===== config.mk =====
export PLATFORM = sky130hd
export DESIGN_NAME = syn_divider_top
export DESIGN_NICKNAME = d
export VERILOG_FILES = /design/src/rtl/syn_pkg.sv /design/src/rtl/syn_serial_load.sv /design/src/rtl/syn_ref_div.sv /design/src/rtl/syn_swallow_div.sv /design/src/rtl/syn_pfd_lock.sv /design/src/rtl/syn_divider_top.sv
export SDC_FILE = /design/constraint.sdc
export NUM_CORES = 1
export LEC_CHECK = 0
export BUFFER_PORTS_ARGS = -buffer_cell sky130_fd_sc_hd__buf_2
export CAP_MARGIN = 20
export CORE_ASPECT_RATIO = 0.7
export CORE_UTILIZATION = 62
export CTS_CLUSTER_SIZE = 8
export DETAILED_ROUTE_END_ITERATION = 8
export PLACE_DENSITY = 0.79
export SYNTH_ARGS = -nofsm -noshare
export SYNTH_HDL_FRONTEND = slang
export SYNTH_SLANG_ARGS = --single-unit

===== constraint.sdc =====
create_clock -name clk -period 3.6 [get_ports clk]
set_input_delay 0.54 -clock clk [delete_from_list [all_inputs] [get_ports clk]]
set_output_delay 0.54 -clock clk [all_outputs]
set_load 0.01 [all_outputs]

===== src/rtl/syn_pkg.sv =====
package syn_pkg;
    typedef enum logic [1:0] {
        PFD_IDLE = 2'd0,
        PFD_UP   = 2'd1,
        PFD_DN   = 2'd2
    } pfd_state_t;

    typedef enum logic [1:0] {
        CMP_HI  = 2'd0,
        CMP_MID = 2'd1,
        CMP_LO  = 2'd2,
        CMP_BAD = 2'd3
    } cmp_sel_t;
endpackage


===== src/rtl/syn_serial_load.sv =====
module syn_serial_load #(
    parameter int AW    = 6,
    parameter int NW    = 12,
    parameter int RW    = 13,
    parameter int R0    = 2304,
    parameter int R1    = 2880,
    parameter int R2    = 5760,
    parameter int N_RST = 2304
) (
    input  logic          clk,
    input  logic          rst_n,
    input  logic          ser_clk,
    input  logic          ser_data,
    input  logic          ser_le,
    output logic [RW-1:0] ratio_stage,
    output logic [AW-1:0] a_stage,
    output logic [NW-1:0] n_stage,
    output logic          load_err
);
    import syn_pkg::*;

    localparam int WW = 1 + AW + NW;

    logic          sclk_q, sclk_qq, sdat_q, sle_q, sle_qq;
    logic [WW-1:0] shreg;
    logic          is_ref, sel_ok, an_ok;
    cmp_sel_t      sel;
    logic [RW-1:0] sel_ratio;
    logic [AW-1:0] a_new;
    logic [NW-1:0] n_new;

    always_ff @(posedge clk) begin
        if (!rst_n) begin
            sclk_q  <= 1'b0;
            sclk_qq <= 1'b0;
            sdat_q  <= 1'b0;
            sle_q   <= 1'b0;
            sle_qq  <= 1'b0;
        end else begin
            sclk_q  <= ser_clk;
            sclk_qq <= sclk_q;
            sdat_q  <= ser_data;
            sle_q   <= ser_le;
            sle_qq  <= sle_q;
        end
    end

    always_ff @(posedge clk) begin
        if (!rst_n) begin
            shreg <= '0;
        end else if (sclk_q && !sclk_qq) begin
            shreg <= {shreg[WW-2:0], sdat_q};
        end
    end

    always_comb begin
        is_ref = shreg[WW-1];
        sel    = cmp_sel_t'(shreg[1:0]);
        a_new  = shreg[AW+NW-1:NW];
        n_new  = shreg[NW-1:0];
        an_ok  = (n_new != '0) && ({{(NW-AW){1'b0}}, a_new} <= n_new);
        sel_ok = 1'b1;
        unique case (sel)
            CMP_HI:  sel_ratio = RW'(R0);
            CMP_MID: sel_ratio = RW'(R1);
            CMP_LO:  sel_ratio = RW'(R2);
            default: begin
                sel_ratio = RW'(R0);
                sel_ok    = 1'b0;
            end
        endcase
    end

    always_ff @(posedge clk) begin
        if (!rst_n) begin
            ratio_stage <= RW'(R0);
            a_stage     <= '0;
            n_stage     <= NW'(N_RST);
            load_err    <= 1'b0;
        end else if (sle_q && !sle_qq) begin
            if (is_ref) begin
                load_err <= !sel_ok;
                if (sel_ok) ratio_stage <= sel_ratio;
            end else begin
                load_err <= !an_ok;
                if (an_ok) begin
                    a_stage <= a_new;
                    n_stage <= n_new;
                end
            end
        end
    end
endmodule


===== src/rtl/syn_ref_div.sv =====
module syn_ref_div #(
    parameter int RW    = 13,
    parameter int R_RST = 2304
) (
    input  logic          clk,
    input  logic          rst_n,
    input  logic          tick,
    input  logic [RW-1:0] ratio_stage,
    output logic          pulse
);
    logic [RW-1:0] cnt, ratio;

    always_ff @(posedge clk) begin
        if (!rst_n) begin
            cnt   <= '0;
            ratio <= RW'(R_RST);
            pulse <= 1'b0;
        end else begin
            pulse <= 1'b0;
            if (tick) begin
                if (cnt == ratio - RW'(1)) begin
                    cnt   <= '0;
                    ratio <= ratio_stage;
                    pulse <= 1'b1;
                end else begin
                    cnt <= cnt + RW'(1);
                end
            end
        end
    end
endmodule


===== src/rtl/syn_swallow_div.sv =====
module syn_swallow_div #(
    parameter int AW    = 6,
    parameter int NW    = 12,
    parameter int N_RST = 2304
) (
    input  logic          clk,
    input  logic          rst_n,
    input  logic          tick,
    input  logic [AW-1:0] a_stage,
    input  logic [NW-1:0] n_stage,
    output logic          pulse,
    output logic          mod65
);
    logic [NW-1:0] pcnt, n_act;
    logic [AW-1:0] a_act;

    assign mod65 = pcnt < {{(NW-AW){1'b0}}, a_act};

    always_ff @(posedge clk) begin
        if (!rst_n) begin
            pcnt  <= '0;
            n_act <= NW'(N_RST);
            a_act <= '0;
            pulse <= 1'b0;
        end else begin
            pulse <= 1'b0;
            if (tick) begin
                if (pcnt == n_act - NW'(1)) begin
                    pcnt  <= '0;
                    n_act <= n_stage;
                    a_act <= a_stage;
                    pulse <= 1'b1;
                end else begin
                    pcnt <= pcnt + NW'(1);
                end
            end
        end
    end
endmodule


===== src/rtl/syn_pfd_lock.sv =====
module syn_pfd_lock #(
    parameter int LOCK_WIN = 4,
    parameter int LOCK_CYC = 16
) (
    input  logic clk,
    input  logic rst_n,
    input  logic ref_ev,
    input  logic vco_ev,
    output logic pump_up,
    output logic pump_dn,
    output logic locked
);
    import syn_pkg::*;

    localparam int WCW = $clog2(LOCK_WIN + 1);
    localparam int LCW = $clog2(LOCK_CYC + 1);

    pfd_state_t     state_q, state_d;
    logic [WCW-1:0] wcnt;
    logic [LCW-1:0] lock_cnt;
    logic           wide, busy, long_now;

    always_comb begin
        state_d = state_q;
        unique case (state_q)
            PFD_IDLE: begin
                if (ref_ev && vco_ev) state_d = PFD_IDLE;  // coincident
                else if (ref_ev)      state_d = PFD_UP;    // ref_only
                else if (vco_ev)      state_d = PFD_DN;    // vco_only
            end
            PFD_UP:  if (vco_ev) state_d = PFD_IDLE;       // up_clear
            PFD_DN:  if (ref_ev) state_d = PFD_IDLE;       // dn_clear
            default: state_d = PFD_IDLE;
        endcase
    end

    always_ff @(posedge clk) begin
        if (!rst_n) state_q <= PFD_IDLE;
        else        state_q <= state_d;
    end

    always_comb begin
        pump_up = (state_q == PFD_UP);
        pump_dn = (state_q == PFD_DN);
        locked  = (lock_cnt == LCW'(LOCK_CYC));
    end

    assign busy     = (state_q != PFD_IDLE);
    assign long_now = busy && (wcnt >= WCW'(LOCK_WIN - 1));

    always_ff @(posedge clk) begin
        if (!rst_n) begin
            wcnt     <= '0;
            wide     <= 1'b0;
            lock_cnt <= '0;
        end else begin
            if (busy) begin
                if (wcnt != WCW'(LOCK_WIN)) wcnt <= wcnt + WCW'(1);
                if (long_now) wide <= 1'b1;
            end else begin
                wcnt <= '0;
            end
            if (ref_ev) begin
                wide <= 1'b0;
                if (wide || long_now)                lock_cnt <= '0;
                else if (lock_cnt != LCW'(LOCK_CYC)) lock_cnt <= lock_cnt + LCW'(1);
            end
        end
    end
endmodule


===== src/rtl/syn_divider_top.sv =====
module syn_divider_top #(
    parameter int REF_HZ   = 14_400_000,
    parameter int CMP_HZ0  = 6250,
    parameter int CMP_HZ1  = 5000,
    parameter int CMP_HZ2  = 2500,
    parameter int AW       = 6,
    parameter int NW       = 12,
    parameter int N_RST    = 2304,
    parameter int LOCK_WIN = 4,
    parameter int LOCK_CYC = 16
) (
    input  logic clk,
    input  logic rst_n,
    input  logic ref_tick,
    input  logic pre_tick,
    input  logic ser_clk,
    input  logic ser_data,
    input  logic ser_le,
    output logic mod_sel65,
    output logic ref_pulse,
    output logic vco_pulse,
    output logic pump_up,
    output logic pump_dn,
    output logic locked,
    output logic load_err
);
    localparam int R0 = REF_HZ / CMP_HZ0;
    localparam int R1 = REF_HZ / CMP_HZ1;
    localparam int R2 = REF_HZ / CMP_HZ2;
    localparam int RW = $clog2(R2 + 1);

    logic [RW-1:0] ratio_stage;
    logic [AW-1:0] a_stage;
    logic [NW-1:0] n_stage;

    syn_serial_load #(.AW(AW), .NW(NW), .RW(RW), .R0(R0), .R1(R1), .R2(R2), .N_RST(N_RST)) load_i (
        .clk(clk), .rst_n(rst_n), .ser_clk(ser_clk), .ser_data(ser_data), .ser_le(ser_le),
        .ratio_stage(ratio_stage), .a_stage(a_stage), .n_stage(n_stage), .load_err(load_err)
    );

    syn_ref_div #(.RW(RW), .R_RST(R0)) ref_i (
        .clk(clk), .rst_n(rst_n), .tick(ref_tick), .ratio_stage(ratio_stage), .pulse(ref_pulse)
    );

    syn_swallow_div #(.AW(AW), .NW(NW), .N_RST(N_RST)) swl_i (
        .clk(clk), .rst_n(rst_n), .tick(pre_tick), .a_stage(a_stage), .n_stage(n_stage),
        .pulse(vco_pulse), .mod65(mod_sel65)
    );

    syn_pfd_lock #(.LOCK_WIN(LOCK_WIN), .LOCK_CYC(LOCK_CYC)) pfd_i (
        .clk(clk), .rst_n(rst_n), .ref_ev(ref_pulse), .vco_ev(vco_pulse),
        .pump_up(pump_up), .pump_dn(pump_dn), .locked(locked)
    );
endmodule


## Word level (Yosys, flattened, before mapping)

Cells that the tools add are included.

| storage, ports and cells | value |
|---|---|
| register bits after elaboration | 125 |
| logic and storage cells | 86 |

| operators by class | value |
|---|---|
| add/subtract/negate cells | 6 |
| magnitude comparators | 3 |
| equal/unequal tests | 12 |
| muxes and demuxes | 15 |
| bitwise logic cells | 2 |
| reductions and logical operators | 27 |

Operators with widths:

| operator | number |
|---|---|
| one-hot mux 13 bit (2 select lines) | 1 |
| AND reduction 2 bit | 7 |
| adder 13 x 1 -> 13 bit (second input constant) | 1 |
| equality test 13 bit | 1 |
| two-way mux 13 bit | 1 |
| subtractor 13 x 1 -> 13 bit (second input constant) | 1 |
| adder 12 x 1 -> 12 bit (second input constant) | 1 |
| equality test 12 bit | 1 |
| less-or-equal comparator 6 x 12 -> 1 bit | 1 |
| less-than comparator 12 x 6 -> 1 bit | 1 |
| two-way mux 12 bit | 1 |
| nonzero test 12 bit | 1 |
| subtractor 12 x 1 -> 12 bit (second input constant) | 1 |
| two-way mux 2 bit | 5 |
| two-way mux 5 bit | 2 |
| AND reduction 3 bit | 3 |
| one-hot mux 2 bit (3 select lines) | 1 |
| adder 5 x 1 -> 5 bit (second input constant) | 1 |
| equality test 5 bit (second input constant) | 1 |
| logical AND 1 bit | 5 |
| != test 5 bit (second input constant) | 1 |
| equality test 2 x 1 -> 1 bit (second input constant) | 2 |
| equality test 2 bit (second input constant) | 2 |
| zero test 1 bit | 4 |
| 12 further kinds | 19 |

## Longest topological paths before layout

Gate-level depths: netlist (run 1).

| logic depth | value |
|---|---|
| depth after elaboration | 5 |
| depth in mapped cells | 11 |

## Cells and area by module

A second synthesis (run 1) with hierarchy kept.

| unflattened totals | value |
|---|---|
| cells, all modules | 695 |
| area, all modules | 6074.6 µm² |

By module, submodules not included:

| module | instances | cells each | area an instance (µm²) | sequential area each (µm²) |
|---|---|---|---|---|
| syn_serial_load | 1 | 233 | 2107.0 | 940.9 |
| syn_swallow_div | 1 | 205 | 1776.7 | 620.6 |
| syn_ref_div | 1 | 191 | 1627.8 | 540.5 |
| syn_pfd_lock | 1 | 66 | 563.0 | 220.2 |

## Worst setup path after synthesis (run 1)

Ideal clock, no wire load.

| path | value |
|---|---|
| path type | reg2reg |
| start | register swl_i.n_act[0] |
| end | register swl_i.pcnt[10] |
| setup time | 0.123 ns |
| arrival | 2.346 ns |
| slack | 1.130 ns |
| stages on the path, launching flop included | 10 |
| path buffers | 0 |
| clock period less this slack | 2.470 ns |
| cells stage by stage | dfxtp_1 -> inv_1 -> ha_1 -> or4b_4 -> a2111oi_2 -> a41oi_1 -> o21a_1 -> a2111o_1 -> o21ai_4 -> nor2_1 |

| between the ends | value |
|---|---|
| cells in the longest elaborated chain, start to end | 3 |

Ends and longest elaborated chain:

| what | line | source |
|---|---|---|
| from (decl) | syn_swallow_div.sv:14 | `logic [NW-1:0] pcnt, n_act;` |
| from (signal assigned) | syn_swallow_div.sv:22 | `n_act <= NW'(N_RST);` |
| from (signal assigned) | syn_swallow_div.sv:30 | `n_act <= n_stage;` |
| subtractor 12 x 1 -> 12 bit | syn_swallow_div.sv:28 | `if (pcnt == n_act - NW'(1)) begin` |
| equality test 12 bit | syn_swallow_div.sv:28 |  |
| two-way mux 12 bit | syn_swallow_div.sv:28 |  |
| to (signal assigned) | syn_swallow_div.sv:34 | `pcnt <= pcnt + NW'(1);` |
| to (decl) | syn_swallow_div.sv:14 |  |

Every way passes these cells.
A chain may end at the register's enable or synchronous reset.

## Worst setup path after layout (run 1)

| path | value |
|---|---|
| start | register swl_i.n_act[0] |
| end | register swl_i.a_act[5] |

| between the ends | value |
|---|---|
| cells in the longest elaborated chain, start to end | 3 |

Ends and longest elaborated chain:

| what | line | source |
|---|---|---|
| subtractor 12 x 1 -> 12 bit | syn_swallow_div.sv:28 |  |
| equality test 12 bit | syn_swallow_div.sv:28 |  |
| AND reduction 2 bit (no line) | -- |  |
| to (signal assigned) | syn_swallow_div.sv:31 | `a_act <= a_stage;` |
| to (decl) | syn_swallow_div.sv:15 | `logic [AW-1:0] a_act;` |

Every way passes these cells.

==> reports/metrics.yaml, run 1 <==
async_flop_share: 0
syn_nets: 644
post_dp_cell_area_um2: 5290
finalCriticalPeriod_ns: 2.97
slowest_delay_ns: 0.50
syn_avg_cell_area_um2: 8.49
gp_congestion: 0.857
dr.pass1.iters: 7
crit_path_top_delay_cell: "or4b_4"
hold_violations: 0
postCtsHoldBufs: 0
synth_top_cell_by_area: "dfxtp_1"
crit_fanout: 11
grt_pass1_wl_mm: 17.9
cts_buffer_depth: 2
drt-total-wl_mm: 10.5
worstMarginPinSlew_ns: 0.910
start_util: 0.651
drcViolationCount: 4
final_area_um2: 5610
hold-worst-slack_ns: 0.398
crit_chain: "inv_1, ha_1, or4b_4, a2111oi_2, a41oi_1, o21a_1, nor3_2, nand3_1, buf_4, mux2i_1"
power_frac_clock: 0.445
viasPerCell: 5.72
hpwl_mm: 7.43
synth_top_area_frac: 0.412
synthesis.instances: 612
yosysWarnings: 0
drv_slew: 0
start_kind: "flip-flop"
status: "complete, but fails checks"
timing.final.crit_share: 0.825
p_total_w: 0.00229
crit_family: "simple AND/OR/NAND/NOR gates"
n_fill_cell: 620
path_class: "reg2reg"
root_buffer: "clkbuf_16"
ys_types: 55
cp_data_required_time_ns: 3.83
synth_area_leaders: "dfxtp_1, nand2_1, mux2i_1"
p_per_area_nw_per_um2: 409
fin_util: 0.703
grt_overflow_total: 0
numClockSinks: 107
grt_busiest_layer: "met2"
htreeDepth: 3
rsz0062_at_grt: "false"
ir_drop_mv: 0.307
clkTransAtPathRegs_ns: 0.07
multiInputGateArea_um2: 2820
cts_setup_buffers: 0
finClkSkew_ns: 0.00762
diodes: 0
area_growth_pct: 7.95
slew_headroom: 0.393
worst-path-buf-inv: 2
ys_seq_area_frac: 0.412
drtAntennaViolNets: 0
vias: 4119
met1_usage: 0.326
drv_cap: 0
die_area_um2: 8750
coreArea_um2: 7970
die_width_um: 111
routedWlPerCell_um: 14.5
grt_use_met2: 0.429
switching_share: 0.211
hold_path_class: "in2reg"
setup_viol: 0
synth-edff-count: 0
pin_count: 14
sequentialPowerShare: 0.524
drive_gt1_frac: 0.0662
use_met3: 0.0595
drt_iter0_markers: 337
grt_max_degree: 55
combPwrFrac: 0.031
clk_latency_ns: 0.35
p_leak_nw: 2.16
cts_tree: "built"
synthFlopType: "dfxtp_1"
numCtsBuffers: 9
placementRows: 27
cp-end-kind: "flip-flop"
clock.fmax_mhz: 337
ctsResizeCount: 0
grt_pass1_vias: 3939
tns_ns: 0
synth.cell_area_um2: 5190
violations: "design-rule violations"
synth_seq_cells: 107
portBuffers: 13
grt_usage: 0.255
die_y_um: 78.6
seq_area_um2: 2140
internal_power_w: 0.00181
net-switching-power_w: 0.000484
arrival_ns: 3.20
grt_antenna_before_repair: 0
fin_nets: 646
-- final timing paths --
kind	startpoint	to	slack (ns)	depth (start not counted)
setup / recovery	swl_i.n_act[0]$_SDFFE_PN0P_	swl_i.a_act[5]$_SDFFE_PN0P_	0.63	10
hold / removal	ser_le	load_i.sle_q$_SDFF_PN0_	0.40	2
setup reg to reg	swl_i.n_act[0]$_SDFFE_PN0P_	swl_i.a_act[5]$_SDFFE_PN0P_	0.63	10
hold reg to reg	load_i.sdat_q$_SDFF_PN0_	load_i.shreg[0]$_SDFFE_PN0P_	0.44	2
-- synth_stat cells, types with 11 or more instances --
cell,instances
ha_1,25
nand4_1,12
dfxtp_1,107
nand2b_1,13
nand3_1,11
nor2b_1,11
nand2_1,107
xnor2_1,19
a21oi_1,39
clkbuf_1,19
xor2_1,25
nor2_1,61
o21ai_0,13
inv_1,29
mux2i_1,36
-- placed cells by master, fill, tap and decap left out, types with 2 or more instances in the layout --
master,instances
xor2_1,25
a21oi_1,39
and4_1,3
and2_1,7
dfxtp_1,107
nor2_1,61
nand2_1,107
inv_1,29
mux2i_1,36
nand2b_1,13
a211oi_1,2
and3_1,9
clkbuf_8,3
o31a_1,2
nor2b_1,11
nand3b_1,4
o21ai_0,13
a21o_1,2
buf_2,13
nor3b_1,2
nor4_1,4
nor3_1,10
ha_1,25
nand4_1,12
clkbuf_16,9
clkinv_2,2
xnor2_1,19
o21a_1,2
a31oi_1,5
a41oi_1,2
nand3_1,11
buf_4,4
-- power groups by stage --
stage / clock network, W / logic (W) / registers (W)
floorplan: 0 / 0.0000525 / 0.00122
global placement: 0 / 0.0000675 / 0.00123
detailed placement: 0 / 0.0000694 / 0.00123
CTS: 0.00103 / 0.0000699 / 0.00120
global route: 0.00108 / 0.0000791 / 0.00120
finish: 0.00102 / 0.0000706 / 0.00120
-- metal layers --
| layer | up-vias | routed length (um) | share of wire |
|---|---|---|---|
| li1 | 2062 | - | - |
| met1 | 1947 | 4950 | 0.47 |
| met2 | 100 | 4890 | 0.47 |
| met3 | 10 | 508 | 0.049 |
| met4 | 0 | 102 | 0.0098 |
| met5 | - | 0 | 0 |
-- layout make-up --
cell class / instances / share of cell area
clock inverters: 4 / 0.00848
well taps: 101 / 0.0225
clock buffers: 12 / 0.0475
multi-input cells: 449 / 0.502
inverters: 30 / 0.0201
repair buffers: 17 / 0.0170
flip-flops and latches: 107 / 0.382
-- state kept, by name, indices dropped and copies added, names as in the netlist, 2 cells and up --
signal	cells
pfd_i.lock_cnt	5
load_i.a_stage	6
load_i.ratio_stage	4
pfd_i.wcnt	3
pfd_i.state_q	2
ref_i.ratio	4
ref_i.cnt	13
swl_i.pcnt	12
swl_i.a_act	6
swl_i.n_act	12
load_i.shreg	19
load_i.n_stage	12
-- per-stage QoR --
| stage | cells | setup WS [ns] |
|---|---|---|
| global route | 720 | 0.455 |
| global placement | 704 | 0.829 |
| CTS | 720 | 0.633 |
| floorplan | 612 | 1.13 |
| detailed placement | 704 | 0.668 |
| finish | 720 | 0.631 |
-- kinds of logic after synthesis --
| logic type | count (synthesis) | synth area share |
|---|---|---|
| compound gates | 81 | 0.0973 |
| xor+xnor | 44 | 0.0742 |
| fa+ha+maj | 25 | 0.0602 |
| buf+inv | 56 | 0.0453 |
| flops | 107 | 0.412 |
| mux | 36 | 0.0694 |
| simple gates | 263 | 0.241 |
Power figures use the tool's default switching activity.
==> run 2, diff against run 1 <==
--- a/config.mk
+++ b/config.mk
@@ -8,10 +8,10 @@
 export BUFFER_PORTS_ARGS = -buffer_cell sky130_fd_sc_hd__buf_2
 export CAP_MARGIN = 20
 export CORE_ASPECT_RATIO = 0.7
-export CORE_UTILIZATION = 62
+export CORE_UTILIZATION = 56
 export CTS_CLUSTER_SIZE = 8
 export DETAILED_ROUTE_END_ITERATION = 8
-export PLACE_DENSITY = 0.79
+export PLACE_DENSITY = 0.76
 export SYNTH_ARGS = -nofsm -noshare
 export SYNTH_HDL_FRONTEND = slang
 export SYNTH_SLANG_ARGS = --single-unit
==> constraint.sdc (replaced) <==
create_clock -name clk -period 2.5 [get_ports clk]
set_input_delay 0.375 -clock clk [delete_from_list [all_inputs] [get_ports clk]]
set_output_delay 0.375 -clock clk [all_outputs]
set_load 0.01 [all_outputs]
==> reports/metrics.yaml, run 2 (synthesis results as in run 1) <==
status: "complete, no violations"
root_buffer: "clkbuf_16"
p_per_area_nw_per_um2: 528
setup_viol: 0
fin_util: 0.679
largest_register_ffs: 19
finClkSkew_ns: 0.00795
top_regs: "load_i.shreg x19, ref_i.cnt x13"
hold_path_class: "in2reg"
timing.final.crit_share: 0.999
drt-total-wl_mm: 11.0
fin_nets: 676
grt_overflow_total: 0
cp_data_required_time_ns: 2.73
cts_tree: "built"
numCtsBuffers: 9
path_class: "reg2reg"
dr.pass1.iters: 5
hold_violations: 0
grt_pass1_wl_mm: 18.4
drt_iter0_markers: 208
grt_max_degree: 49
start_kind: "flip-flop"
clock.fmax_mhz: 400
drtAntennaViolNets: 0
p_leak_nw: 2.33
die_y_um: 82.6
gp_congestion: 0.893
grt_usage: 0.247
die_width_um: 117
clk_latency_ns: 0.34
postCtsHoldBufs: 0
finalCriticalPeriod_ns: 2.50
grt_pass1_vias: 4010
hpwl_mm: 7.86
final_common_cell: "nand2_1"
diodes: 0
drcViolationCount: 0
pin_count: 14
drv_slew: 0
cp-end-kind: "flip-flop"
portBuffers: 13
htreeDepth: 3
drv_cap: 0
placementRows: 28
area_growth_pct: 14.1
ir_drop_mv: 0.342
drive_gt1_frac: 0.127
worstMarginPinSlew_ns: 0.728
numClockSinks: 107
arrival_ns: 2.72
rsz0062_at_grt: "true"
hold-worst-slack_ns: 0.238
start_util: 0.595
routedWlPerCell_um: 14.3
clkTransAtPathRegs_ns: 0.07
final_cell_mix: "nand2_1, dfxtp_1, nor2_1"
crit_fanout: 4
regMostFlops: "load_i.shreg"
viasPerCell: 5.50
die_area_um2: 9670
cts_buffer_depth: 2
slew_headroom: 0.514
grt_antenna_before_repair: 0
vias: 4226
coreArea_um2: 8720
[run 2: timing repair]
| action | in CTS | in global routing |
|---|---|---|
| pin swaps | 2 | 16 |
| endpoints found under the setup margin | 11 | 35 |
| buffers inserted | 1 | 2 |
| cloned | 1 | 0 |
| gates resized for setup | 2 | 18 |
[run 2: stage by stage]
step	cell area (um^2)	worst slack (ns)	setup TNS, ns	std cells	power, W
after floorplan	5190	0.0304	0	612	0.00184
after global placement	5540	0.0203	0	749	0.00187
after detailed placement	5540	-0.0474	-0.392	749	0.00187
after CTS	5840	0.0225	0	766	0.00315
after global routing	5930	-0.0853	-0.892	768	0.00322
final	5930	0.00216	0	768	0.00313
[run 2: critical path, cell delays in order, from the launching register on]
cell and delay [ns]:
dfxtp_2 0.33, inv_2 0.06, ha_4 0.13, or4b_4 0.48, a2111oi_4 0.22, a41oi_2 0.06
o21a_1 0.22, a2111o_1 0.42, buf_6 0.16, buf_4 0.13, nand3b_1 0.10, a21oi_2 0.07
[run 2: routing by layer]
metal	track usage	routed length [um]	up-vias
li1	-	-	2119
met4	0.0519	70	0
met3	0.0526	529	11
met1	0.317	5250	2005
met2	0.430	5160	91
met5	0	0	-
[run 2: power by group]
part           total (W)  switching [W]  internal, W  leakage, nW
sequential       0.00173      0.0000111      0.00172        0.865
combinational   0.000114      0.0000754    0.0000383         1.33
clock            0.00129       0.000594     0.000693        0.138
total            0.00313       0.000681      0.00245         2.33
[run 2: area by class of cell]
class / instances / area, um^2
Timing Repair Buffer: 46 / 345
Sequential cell: 107 / 2150
Multi-Input combinational cell: 450 / 2900
Inverter: 30 / 113
Fill cell: 677 / 2800
Clock buffer: 10 / 239
Clock inverter: 5 / 28.8
Tap cell: 120 / 150
[run 2: path summary, 6_finish.rpt]
check                                       to                   startpoint  slack, ns  cells after the start
hold reg to reg   load_i.shreg[0]$_SDFFE_PN0P_     load_i.sdat_q$_SDFF_PN0_       0.45                      2
setup reg to reg    swl_i.pcnt[0]$_SDFFE_PN0P_  swl_i.n_act[1]$_SDFFE_PN0P_      0.002                     11
hold / removal        load_i.sdat_q$_SDFF_PN0_                     ser_data       0.24                      2
setup / recovery    swl_i.pcnt[0]$_SDFFE_PN0P_  swl_i.n_act[1]$_SDFFE_PN0P_      0.002                     11
==> run 3, diff against run 2 <==
--- a/config.mk
+++ b/config.mk
@@ -8,10 +8,10 @@
 export BUFFER_PORTS_ARGS = -buffer_cell sky130_fd_sc_hd__buf_2
 export CAP_MARGIN = 20
 export CORE_ASPECT_RATIO = 0.7
-export CORE_UTILIZATION = 56
+export CORE_UTILIZATION = 67
 export CTS_CLUSTER_SIZE = 8
 export DETAILED_ROUTE_END_ITERATION = 8
-export PLACE_DENSITY = 0.76
+export PLACE_DENSITY = 0.85
 export SYNTH_ARGS = -nofsm -noshare
 export SYNTH_HDL_FRONTEND = slang
 export SYNTH_SLANG_ARGS = --single-unit
==> constraint.sdc (replaced) <==
create_clock -name clk -period 3.2 [get_ports clk]
set_input_delay 0.48 -clock clk [delete_from_list [all_inputs] [get_ports clk]]
set_output_delay 0.48 -clock clk [all_outputs]
set_load 0.01 [all_outputs]
==> reports/metrics.yaml, run 3 (synthesis results as in run 1) <==
status: "complete, no violations"
finClkSkew_ns: 0.0125
timing.final.crit_share: 0.889
grt_overflow_total: 0
cts_buffer_depth: 2
setup_viol: 0
drt_iter0_markers: 390
diodes: 0
drcViolationCount: 0
vias: 4136
coreArea_um2: 7380
clock.fmax_mhz: 351
area_growth_pct: 7.52
p_leak_nw: 2.15
rsz0062_at_grt: "false"
clk_latency_ns: 0.38
finalCriticalPeriod_ns: 2.85
arrival_ns: 3.11
ctsResizeCount: 0
grt_max_degree: 55
path_class: "reg2reg"
hold_path_class: "in2reg"
worstMarginPinSlew_ns: 0.879
drtAntennaViolNets: 0
final_area_um2: 5580
gp_congestion: 0.835
clkTransAtPathRegs_ns: 0.10
start_kind: "flip-flop"
fin_nets: 647
switching_share: 0.202
drv_cap: 0
internal_power_w: 0.00204
grt_pass1_vias: 3776
final_cell_mix: "nand2_1, dfxtp_1, nor2_1"
largest_register_ffs: 19
drt-total-wl_mm: 10.4
drv_slew: 0
combPwrFrac: 0.031
postCtsHoldBufs: 0
power_frac_clock: 0.441
hold_violations: 0
fin_util: 0.756
slew_headroom: 0.413
p_per_area_nw_per_um2: 458
tns_ns: 0
cp_data_required_time_ns: 3.47
routedWlPerCell_um: 14.5
numCtsBuffers: 9
cp-end-kind: "flip-flop"
sequentialPowerShare: 0.528
start_util: 0.703
pin_count: 14
drive_gt1_frac: 0.0677
die_y_um: 75.7
top_regs: "load_i.shreg x19, ref_i.cnt x13"
post_dp_cell_area_um2: 5300
placementRows: 26
viasPerCell: 5.76
htreeDepth: 3
root_buffer: "clkbuf_8"
grt_antenna_before_repair: 0
dr.pass1.iters: 5
grt_usage: 0.276
net-switching-power_w: 0.000516
ir_drop_mv: 0.381
grt_pass1_wl_mm: 17.3
regMostFlops: "load_i.shreg"
die_area_um2: 8110
crit_fanout: 10
cts_tree: "built"
die_width_um: 107
numClockSinks: 107
portBuffers: 13
hpwl_mm: 7.33
cts_setup_buffers: 0
run 3: critical path, stage by stage, from the launching register on:
cell and delay (ns):
dfxtp_1 0.37, inv_1 0.08, ha_1 0.26, or4b_4 0.50
a2111oi_2 0.31, a41oi_1 0.09, o21a_1 0.24, a2111o_1 0.46
o21ai_4 0.32, nor2_1 0.09
run 3: layer usage:
layer / vias to the layer above / global-route usage / share of wire / wire length, um
li1: 2070 / - / - / -
met1: 1945 / 0.353 / 0.46 / 4800
met4: 0 / 0.0807 / 0.014 / 148
met3: 19 / 0.0744 / 0.058 / 599
met5: - / 0 / 0 / 0
met2: 102 / 0.467 / 0.47 / 4840
run 3: worst paths after layout:
path,slack [ns],cells after the start,end,startpoint
hold reg to reg,0.45,2,load_i.shreg[0]$_SDFFE_PN0P_,load_i.sdat_q$_SDFF_PN0_
setup / recovery,0.35,9,swl_i.pcnt[10]$_SDFFE_PN0P_,swl_i.n_act[0]$_SDFFE_PN0P_
setup reg to reg,0.35,9,swl_i.pcnt[10]$_SDFFE_PN0P_,swl_i.n_act[0]$_SDFFE_PN0P_
hold / removal,0.30,2,load_i.sle_q$_SDFF_PN0_,ser_le
run 3: power by group through the flow:
stage	logic [W]	registers (W)	clock network, W
5_1_grt	0.0000877	0.00135	0.00121
2_1_floorplan	0.0000591	0.00138	0
3_5_place_dp	0.0000773	0.00138	0
6_report	0.0000788	0.00135	0.00113
3_3_place_gp	0.0000755	0.00138	0
4_1_cts	0.0000786	0.00135	0.00114
run 3: through the flow:
| stage | std cells | hold slack (ns) | setup slack (ns) | total power (W) |
|---|---|---|---|---|
| after global placement | 702 | 0.428 | 0.573 | 0.00146 |
| after CTS | 718 | 0.287 | 0.380 | 0.00257 |
| after global routing | 718 | 0.292 | 0.156 | 0.00265 |
| after detailed placement | 702 | 0.437 | 0.409 | 0.00146 |
| after floorplan | 612 | 0.417 | 0.730 | 0.00144 |
| final | 718 | 0.298 | 0.354 | 0.00256 |
run 3: final cells by class:
| type | count | area (um^2) |
|---|---|---|
| sequential | 107 | 2140 |
| timing repair buffer | 18 | 103 |
| inverter | 30 | 113 |
| clock buffer | 9 | 124 |
| multi-input combinational | 449 | 2820 |
| clock inverter | 7 | 164 |
| fill | 538 | 1800 |
| tap | 98 | 123 |
